$ cat src/rtl/dbgm_pkg.sv
package dbgm_pkg;

   localparam int CTL_W      = 24;
   localparam int FS_W       = 10;
   localparam int F_EN       = 0;
   localparam int F_PAC_L1   = 1;
   localparam int F_PAC_L0   = 2;
   localparam int F_LD       = 3;
   localparam int F_ST       = 4;
   localparam int F_HMC      = 13;
   localparam int F_SSC_LO   = 14;
   localparam int F_LBN_LO   = 16;
   localparam int F_LINK     = 20;
   localparam int F_TYPE_LO  = 20;
   localparam int MON_EN_BIT = 15;
   localparam int WP_ALIGN   = 3;

   localparam logic [3:0]      CTX_TYPE  = 4'd3;
   localparam logic [FS_W-1:0] FSR_LONG  = 10'h222;
   localparam logic [FS_W-1:0] FSR_SHORT = 10'h002;

   typedef enum logic [2:0] {
      WK_BP_VAL = 3'd0,
      WK_BP_CTL = 3'd1,
      WK_WP_VAL = 3'd2,
      WK_WP_CTL = 3'd3,
      WK_MON    = 3'd4
   } wr_kind_e;

   function automatic logic sec_pass(input logic [1:0] ssc, input logic secure);
      case (ssc)
         2'd0:    return 1'b1;
         2'd2:    return secure;
         default: return !secure;
      endcase
   endfunction

   function automatic logic el_pass(input logic [1:0] el, input logic pac_l1,
                                    input logic pac_l0, input logic hmc);
      case (el)
         2'd0:    return pac_l0;
         2'd1:    return pac_l1;
         default: return hmc;
      endcase
   endfunction

endpackage

$ cat src/rtl/dbgm_regbank.sv
module dbgm_regbank
   import dbgm_pkg::*;
#(
   parameter int NUM_BP = 4,
   parameter int NUM_WP = 4,
   parameter int ADDR_W = 32,
   parameter int IDX_W  = 2
) (
   input  logic                           clk,
   input  logic                           rst_n,
   input  logic                           wr_en,
   input  logic [2:0]                     wr_kind,
   input  logic [IDX_W-1:0]               wr_idx,
   input  logic [ADDR_W-1:0]              wr_data,
   output logic [NUM_BP-1:0][ADDR_W-1:0]  bp_val,
   output logic [NUM_BP-1:0][CTL_W-1:0]   bp_ctl,
   output logic [NUM_WP-1:0][ADDR_W-1:0]  wp_val,
   output logic [NUM_WP-1:0][CTL_W-1:0]   wp_ctl,
   output logic                           mon_en
);

   logic sel_bp_val, sel_bp_ctl, sel_wp_val, sel_wp_ctl, sel_mon;

   assign sel_bp_val = wr_en && (wr_kind == WK_BP_VAL);
   assign sel_bp_ctl = wr_en && (wr_kind == WK_BP_CTL);
   assign sel_wp_val = wr_en && (wr_kind == WK_WP_VAL);
   assign sel_wp_ctl = wr_en && (wr_kind == WK_WP_CTL);
   assign sel_mon    = wr_en && (wr_kind == WK_MON);

   for (genvar i = 0; i < NUM_BP; i++) begin : g_bp
      always_ff @(posedge clk) begin
         if (!rst_n) begin
            bp_val[i] <= '0;
            bp_ctl[i] <= '0;
         end else if (wr_idx == IDX_W'(i)) begin
            if (sel_bp_val) bp_val[i] <= wr_data;
            if (sel_bp_ctl) bp_ctl[i] <= wr_data[CTL_W-1:0];
         end
      end
   end

   for (genvar j = 0; j < NUM_WP; j++) begin : g_wp
      always_ff @(posedge clk) begin
         if (!rst_n) begin
            wp_val[j] <= '0;
            wp_ctl[j] <= '0;
         end else if (wr_idx == IDX_W'(j)) begin
            if (sel_wp_val) wp_val[j] <= wr_data;
            if (sel_wp_ctl) wp_ctl[j] <= wr_data[CTL_W-1:0];
         end
      end
   end

   always_ff @(posedge clk) begin
      if (!rst_n)       mon_en <= 1'b0;
      else if (sel_mon) mon_en <= wr_data[MON_EN_BIT];
   end

endmodule

$ cat src/rtl/dbgm_ctx.sv
module dbgm_ctx
   import dbgm_pkg::*;
#(
   parameter int NUM_BP  = 4,
   parameter int NUM_CTX = 2,
   parameter int ADDR_W  = 32,
   parameter int CTX_W   = 32
) (
   input  logic [NUM_BP-1:0][ADDR_W-1:0] bp_val,
   input  logic [NUM_BP-1:0][CTL_W-1:0]  bp_ctl,
   input  logic [1:0]                    cur_el,
   input  logic [CTX_W-1:0]              ctx_id,
   output logic [NUM_BP-1:0]             ctx_ok
);

   localparam int FIRST_CTX = NUM_BP - NUM_CTX;

   logic low_el;
   logic sink_unused;

   assign low_el      = (cur_el <= 2'd1);
   assign sink_unused = ^{bp_val, bp_ctl};

   for (genvar i = 0; i < NUM_BP; i++) begin : g_slot
      localparam bit IN_RANGE = (i >= FIRST_CTX);
      logic type_ok, id_ok;
      assign type_ok   = bp_ctl[i][F_EN] && (bp_ctl[i][F_TYPE_LO +: 4] == CTX_TYPE);
      assign id_ok     = (bp_val[i][CTX_W-1:0] == ctx_id);
      assign ctx_ok[i] = IN_RANGE && low_el && type_ok && id_ok;
   end

endmodule

$ cat src/rtl/dbgm_cmp.sv
module dbgm_cmp
   import dbgm_pkg::*;
#(
   parameter bit IS_WP  = 1'b0,
   parameter int ADDR_W = 32,
   parameter int NUM_BP = 4
) (
   input  logic [ADDR_W-1:0] val,
   input  logic [CTL_W-1:0]  ctl,
   input  logic [ADDR_W-1:0] addr,
   input  logic              acc_valid,
   input  logic              acc_write,
   input  logic              acc_unpriv,
   input  logic [1:0]        cur_el,
   input  logic              sec_state,
   input  logic [NUM_BP-1:0] ctx_ok,
   output logic              match
);

   logic       addr_hit;
   logic       kind_ok;
   logic [1:0] filt_el;
   logic [3:0] lbn;
   logic       lnk_hit;
   logic       link_ok;
   logic       filt_ok;
   logic       sink_unused;

   assign sink_unused = ^{val, ctl, addr, acc_write, acc_unpriv};

   if (IS_WP) begin : g_wp
      assign addr_hit = (val[ADDR_W-1:WP_ALIGN] == addr[ADDR_W-1:WP_ALIGN]);
      assign kind_ok  = acc_write ? ctl[F_ST] : ctl[F_LD];
      assign filt_el  = acc_unpriv ? 2'd0 : cur_el;
   end else begin : g_bp
      assign addr_hit = (val == addr);
      assign kind_ok  = 1'b1;
      assign filt_el  = cur_el;
   end

   assign lbn = ctl[F_LBN_LO +: 4];

   always_comb begin
      lnk_hit = 1'b0;
      for (int k = 0; k < NUM_BP; k++) begin
         if (lbn == 4'(k)) lnk_hit = ctx_ok[k];
      end
   end

   assign link_ok = !ctl[F_LINK] || lnk_hit;
   assign filt_ok = sec_pass(ctl[F_SSC_LO +: 2], sec_state)
                 && el_pass(filt_el, ctl[F_PAC_L1], ctl[F_PAC_L0], ctl[F_HMC]);
   assign match   = acc_valid && ctl[F_EN] && addr_hit && kind_ok && filt_ok && link_ok;

endmodule

$ cat src/rtl/dbg_match_unit.sv
module dbg_match_unit
   import dbgm_pkg::*;
#(
   parameter int NUM_BP  = 4,
   parameter int NUM_WP  = 4,
   parameter int NUM_CTX = 2,
   parameter int ADDR_W  = 32,
   parameter int CTX_W   = 32,
   localparam int MAX_N  = (NUM_BP > NUM_WP) ? NUM_BP : NUM_WP,
   localparam int IDX_W  = (MAX_N > 1) ? $clog2(MAX_N) : 1
) (
   input  logic              clk,
   input  logic              rst_n,
   input  logic              cfg_wr_en,
   input  logic [2:0]        cfg_wr_kind,
   input  logic [IDX_W-1:0]  cfg_wr_idx,
   input  logic [ADDR_W-1:0] cfg_wr_data,
   input  logic              dbg_allow,
   input  logic [1:0]        cur_el,
   input  logic              sec_state,
   input  logic              long_desc,
   input  logic [CTX_W-1:0]  ctx_id,
   input  logic              fetch_valid,
   input  logic [ADDR_W-1:0] fetch_pc,
   input  logic              mem_valid,
   input  logic [ADDR_W-1:0] mem_addr,
   input  logic              mem_write,
   input  logic              mem_unpriv,
   output logic [NUM_BP-1:0] bp_match,
   output logic [NUM_WP-1:0] wp_match,
   output logic              bp_hit,
   output logic              wp_hit,
   output logic [FS_W-1:0]   fault_status
);

   if (NUM_BP < 1 || NUM_BP > 16) begin : g_bad_bp
      $error("NUM_BP must be 1..16 so a 4-bit link index can reach every slot");
   end
   if (NUM_WP < 1) begin : g_bad_wp
      $error("NUM_WP must be at least 1");
   end
   if (NUM_CTX < 0 || NUM_CTX > NUM_BP) begin : g_bad_ctx
      $error("NUM_CTX must lie in 0..NUM_BP");
   end
   if (CTX_W > ADDR_W) begin : g_bad_ctxw
      $error("CTX_W may not exceed ADDR_W");
   end
   if (ADDR_W <= MON_EN_BIT || ADDR_W < CTL_W || ADDR_W <= WP_ALIGN) begin : g_bad_aw
      $error("ADDR_W too narrow for the control layout");
   end

   logic [NUM_BP-1:0][ADDR_W-1:0] bp_val;
   logic [NUM_BP-1:0][CTL_W-1:0]  bp_ctl;
   logic [NUM_WP-1:0][ADDR_W-1:0] wp_val;
   logic [NUM_WP-1:0][CTL_W-1:0]  wp_ctl;
   logic                          mon_en;
   logic [NUM_BP-1:0]             ctx_ok;
   logic [NUM_BP-1:0]             bp_raw;
   logic [NUM_WP-1:0]             wp_raw;
   logic                          gate;
   logic                          any_raw;

   dbgm_regbank #(
      .NUM_BP (NUM_BP),
      .NUM_WP (NUM_WP),
      .ADDR_W (ADDR_W),
      .IDX_W  (IDX_W)
   ) u_regs (
      .clk     (clk),
      .rst_n   (rst_n),
      .wr_en   (cfg_wr_en),
      .wr_kind (cfg_wr_kind),
      .wr_idx  (cfg_wr_idx),
      .wr_data (cfg_wr_data),
      .bp_val  (bp_val),
      .bp_ctl  (bp_ctl),
      .wp_val  (wp_val),
      .wp_ctl  (wp_ctl),
      .mon_en  (mon_en)
   );

   dbgm_ctx #(
      .NUM_BP  (NUM_BP),
      .NUM_CTX (NUM_CTX),
      .ADDR_W  (ADDR_W),
      .CTX_W   (CTX_W)
   ) u_ctx (
      .bp_val (bp_val),
      .bp_ctl (bp_ctl),
      .cur_el (cur_el),
      .ctx_id (ctx_id),
      .ctx_ok (ctx_ok)
   );

   for (genvar i = 0; i < NUM_BP; i++) begin : g_bpc
      dbgm_cmp #(
         .IS_WP  (1'b0),
         .ADDR_W (ADDR_W),
         .NUM_BP (NUM_BP)
      ) u_cmp (
         .val        (bp_val[i]),
         .ctl        (bp_ctl[i]),
         .addr       (fetch_pc),
         .acc_valid  (fetch_valid),
         .acc_write  (1'b0),
         .acc_unpriv (1'b0),
         .cur_el     (cur_el),
         .sec_state  (sec_state),
         .ctx_ok     (ctx_ok),
         .match      (bp_raw[i])
      );
   end

   for (genvar j = 0; j < NUM_WP; j++) begin : g_wpc
      dbgm_cmp #(
         .IS_WP  (1'b1),
         .ADDR_W (ADDR_W),
         .NUM_BP (NUM_BP)
      ) u_cmp (
         .val        (wp_val[j]),
         .ctl        (wp_ctl[j]),
         .addr       (mem_addr),
         .acc_valid  (mem_valid),
         .acc_write  (mem_write),
         .acc_unpriv (mem_unpriv),
         .cur_el     (cur_el),
         .sec_state  (sec_state),
         .ctx_ok     (ctx_ok),
         .match      (wp_raw[j])
      );
   end

   assign gate    = mon_en && dbg_allow;
   assign any_raw = (|bp_raw) || (|wp_raw);

   always_ff @(posedge clk) begin
      if (!rst_n) begin
         bp_match     <= '0;
         wp_match     <= '0;
         bp_hit       <= 1'b0;
         wp_hit       <= 1'b0;
         fault_status <= '0;
      end else begin
         bp_match     <= gate ? bp_raw : '0;
         wp_match     <= gate ? wp_raw : '0;
         bp_hit       <= gate && (|bp_raw);
         wp_hit       <= gate && (|wp_raw);
         fault_status <= (gate && any_raw) ? (long_desc ? FSR_LONG : FSR_SHORT) : '0;
      end
   end

endmodule

$ cat config.mk
export PLATFORM = sky130hd
export DESIGN_NAME = dbg_match_unit
export DESIGN_NICKNAME = d
export VERILOG_FILES = /design/src/rtl/dbgm_pkg.sv /design/src/rtl/dbgm_regbank.sv /design/src/rtl/dbgm_ctx.sv /design/src/rtl/dbgm_cmp.sv /design/src/rtl/dbg_match_unit.sv
export SDC_FILE = /design/constraint.sdc
export NUM_CORES = 1
export LEC_CHECK = 0
export ABC_AREA = 1
export BUFFER_PORTS_ARGS = -buffer_cell sky130_fd_sc_hd__buf_2
export CELL_PAD_IN_SITES_DETAIL_PLACEMENT = 1
export CELL_PAD_IN_SITES_GLOBAL_PLACEMENT = 1
export CORE_MARGIN = 8
export CORE_UTILIZATION = 43
export DETAILED_ROUTE_END_ITERATION = 16
export PLACE_DENSITY_LB_ADDON = 0.05
export RECOVER_POWER = 50
export SYNTH_ARGS = -nofsm -noshare
export SYNTH_HDL_FRONTEND = slang
export SYNTH_SLANG_ARGS = --single-unit
$ cat constraint.sdc
create_clock -name clk -period 1.67 [get_ports clk]
set_input_delay 0.334 -clock clk [delete_from_list [all_inputs] [get_ports clk]]
set_output_delay 0.334 -clock clk [all_outputs]
set_load 0.01 [all_outputs]
==> metrics.txt <==
slew at the pin with the worst max-slew slack=about 800 ps; via count=20300; first-pass GRT wire length=about 130 mm; PwrDens=a little over 900 nW/um^2; hold path cells=3; CTS clk-pin slew, worst paths=60 ps; Final Critical Period=between 1500 and 2000 ps; final cell count without fillers=approximately 3500; Die W=approximately 220 um; share of cells above drive strength 1=25.2%; DR WL/cell=25.0 um; synth-to-layout area growth=35.0%; reg2reg setup slack=-290 ps; initial antenna violation count=0; Detailed Route WL=87.7 mm; R2R Path Start=u_regs.bp_val[95]; Critical Path Start Type=register; logic gate share of total power=roughly 11%; CTS buffer count=43; worst hold start=cfg_wr_kind[2]; Tcrit/Tclk final=117%; Total Routing Usage GR=around 36%; Routed met3 length=6.31 mm; Routed Antenna Nets=0; cell family with most CP delay=simple AND/OR/NAND/NOR gates; clock tree from TritonCTS=yes; Port Buf Inserts=154; crit path kind=reg2reg; Seq/Total Area, Yosys=41.9%; Max VDD drop=779 uV; Sink Count=359; Placer Congestion=between 0.9 and 1; initial core utilization=43.3%; Vias/cell=approximately 5.8; worst min-delay path category=in2reg; Worst Skew=11.0 ps; synth warn=0; root buffer cell=clkbuf_16; Rel. slew slack=46.2%; nets=3104; Die ar.=46500 um^2; I/O pins=165; DRT iter0 DRCs=1538; Static Leak=approximately 10 nW; DP Worst Slack=-625 ps; CP max FO=8; syn_area_per_cell=between 6 and 7 um^2; f_max=between 0.5 and 0.6 GHz; Max-Cap Viols=0; setup violators final=86; number of global-route vias before repair=21600; r2r endpoint=fault_status[5]; wire length on met2=between 40 and 50 mm; Pre-Repair DR Iteration Count=6; pin count of the biggest net entering global routing=66; top sig layer=met4; site row count=73; Int Power=0.0158 W; endpoints failing hold=0; Synth Instances=2516; Post-route DRC=0; Cells after DPL=3430; WHS Endpoint=u_regs.mon_en; total grt overflow=0; worst r2r path cells=14; setup tns final=-6630 ps; Switching Fraction=26.5%; Arr. time, crit path=2480 ps; Clk Latency, worst-skew pair=580 ps; Slew Limit Fails=0; buffer depth of the longest clock path=3; post-synthesis sequential element count=359; Reg power frac=40.8%; HPWL Detailed=63.6 mm; n_diodes=0; unique cell type count in the Yosys netlist=41; sequential cell area=7240 um^2; most frequent cell on the critical path=nand2_2; worst-path cell chain=xor2_1 > nor2_2 > nand2_1 > nor2_1 > buf_4 > nand2_4 > nor2_4 > buf_12 > nand3_4 > nand3_2 > nand2_2 > nand2_2 > o21ai_4 > a21oi_2; Crit-path slowest cell=dfxtp_2; area of the multi-input gates=8770 um^2; RSZ-0062 raised after global routing=yes; fillers=5173; synthesized cell area=17100 um^2; Psw=between 0.005 and 0.006 W; Bufs and invs on worst path=2; Vert. Die Dim=216 um; Worst setup EP type=register; clock power share=48.1%; status=complete, but fails checks; M1 wire length=33.5 mm; H-Tree Depth=2; CP peak stage delay=320 ps; violated checks=negative setup slack; Critical Path RT=between 2000 and 2500 ps; Final WS setup=-291 ps; Placeable Area=39500 um^2
## flip-flops by register name (all words and copies together) (netlist names)
signal,flops
u_regs.bp_val,128
u_regs.wp_val,116
u_regs.wp_ctl,52
u_regs.bp_ctl,50
bp_match,4
wp_match,4
fault_status,2
bp_hit,1
u_regs.mon_en,1
wp_hit,1
## synthesized netlist by cell type, drive strengths merged
cell type  number  share of area (%)
conb            1              0.022
a211oi          7               0.31
clkbuf        124                2.7
nor3           13               0.53
a221oi          3               0.15
a21oi         208                6.1
nand2         357                7.8
o21ai         340                9.9
nand3          90                2.7
inv           264                5.8
a22o            4               0.20
dfxtp         359                 42
o2111ai         8               0.41
a22oi           2              0.088
xor2           34                1.7
nand4          20               0.73
and2            1              0.037
o221ai          4               0.20
nor4           17               0.62
o22ai         109                4.0
a31oi           4               0.15
o211ai          2              0.088
and3            2              0.073
nor2          474                 11
xnor2          46                2.4
or2             2              0.073
buf            18               0.64
nand3b          3               0.13
## power by group through the flow
stage | combinational, W | clock [W] | sequential [W]
floorplan | 0.000898 | 0 | 0.00890
global placement | 0.00221 | 0 | 0.00893
detailed placement | 0.00226 | 0 | 0.00893
CTS | 0.00232 | 0.0103 | 0.00874
global route | 0.00249 | 0.0107 | 0.00875
finish | 0.00239 | 0.0103 | 0.00875
## per-layer routing
metal	up-vias	global-route usage, %
met3	305	6.67
met4	0	25.0
li1	9135	-
met2	939	60.5
met5	-	0
met1	9905	41.5
## worst register-to-register path: stages (launching register included)
cell     delay (ps)
dfxtp_2         320
xor2_1          180
nor2_2          170
nand2_1          90
nor2_1           90
buf_4           160
nand2_4          60
nor2_4          100
buf_12          160
nand3_4          90
nand3_2         120
nand2_2          80
nand2_2         100
o21ai_4          80
a21oi_2         120
## timing repair
item	in CTS	in global routing
hold buffers	1	0
resized for setup	131	11
endpoints found under the setup margin	12	13
endpoints found under the hold margin	1	0
pin swaps	49	4
setup buffers	11	0
## per-stage QoR
step / utilization [%] / instance area (um^2) / power (W) / hold slack, ps
after CTS: 58.8 / 23200 / 0.0214 / 59.1
after detailed placement: 53.6 / 21200 / 0.0112 / 447
final: 58.5 / 23100 / 0.0214 / 68.9
after global routing: 58.5 / 23100 / 0.0219 / 86.9
after global placement: 53.6 / 21200 / 0.0111 / 433
after floorplan: - / 17200 / 0.00980 / 424
## worst max path at each step
stage | startpoint | to | slack (ps) | depth (start not counted)
6_report | u_regs.bp_val[95] | fault_status[5] | -290 | 14
5_1_grt | u_regs.bp_val[86] | fault_status[5] | -370 | 15
4_1_cts | u_regs.bp_val[95] | fault_status[5] | -170 | 14
3_5_place_dp | sec_state | fault_status[5] | -620 | 14
3_3_place_gp | sec_state | fault_status[5] | -590 | 14
2_1_floorplan | u_regs.bp_val[124] | fault_status[5] | 160 | 14
## cell usage in the layout, fill, tap and decap left out, types with 44 or more instances in the layout
cell type / Yosys / final
a21oi_1: 207 / 206
buf_2: 9 / 153
buf_4: 8 / 329
clkbuf_16: 0 / 44
dfxtp_1: 359 / 319
inv_1: 240 / 239
nand2_1: 356 / 336
nand3_1: 89 / 67
nor2_1: 469 / 445
o21ai_0: 311 / 312
o22ai_1: 109 / 107
## cells by family (layout without fill, tap and decap cells)
family	Yosys count	in the layout	share of synthesized area, %
compound gates	691	691	21.6
other cells	1	7	0.0219
simple gates	979	979	23.2
buf+inv	406	875	9.14
xor+xnor	80	80	4.09
flops	359	359	41.9
## layout make-up
class | count | area share (%)
multi-input cells | 1757 | 37.9
flip-flops and latches | 359 | 31.3
repair buffers | 534 | 17.0
clock buffers | 59 | 5.48
inverters | 264 | 4.28
well taps | 525 | 2.84
clock inverters | 18 | 1.16
No activity file was read; power rests on OpenSTA's default activity.
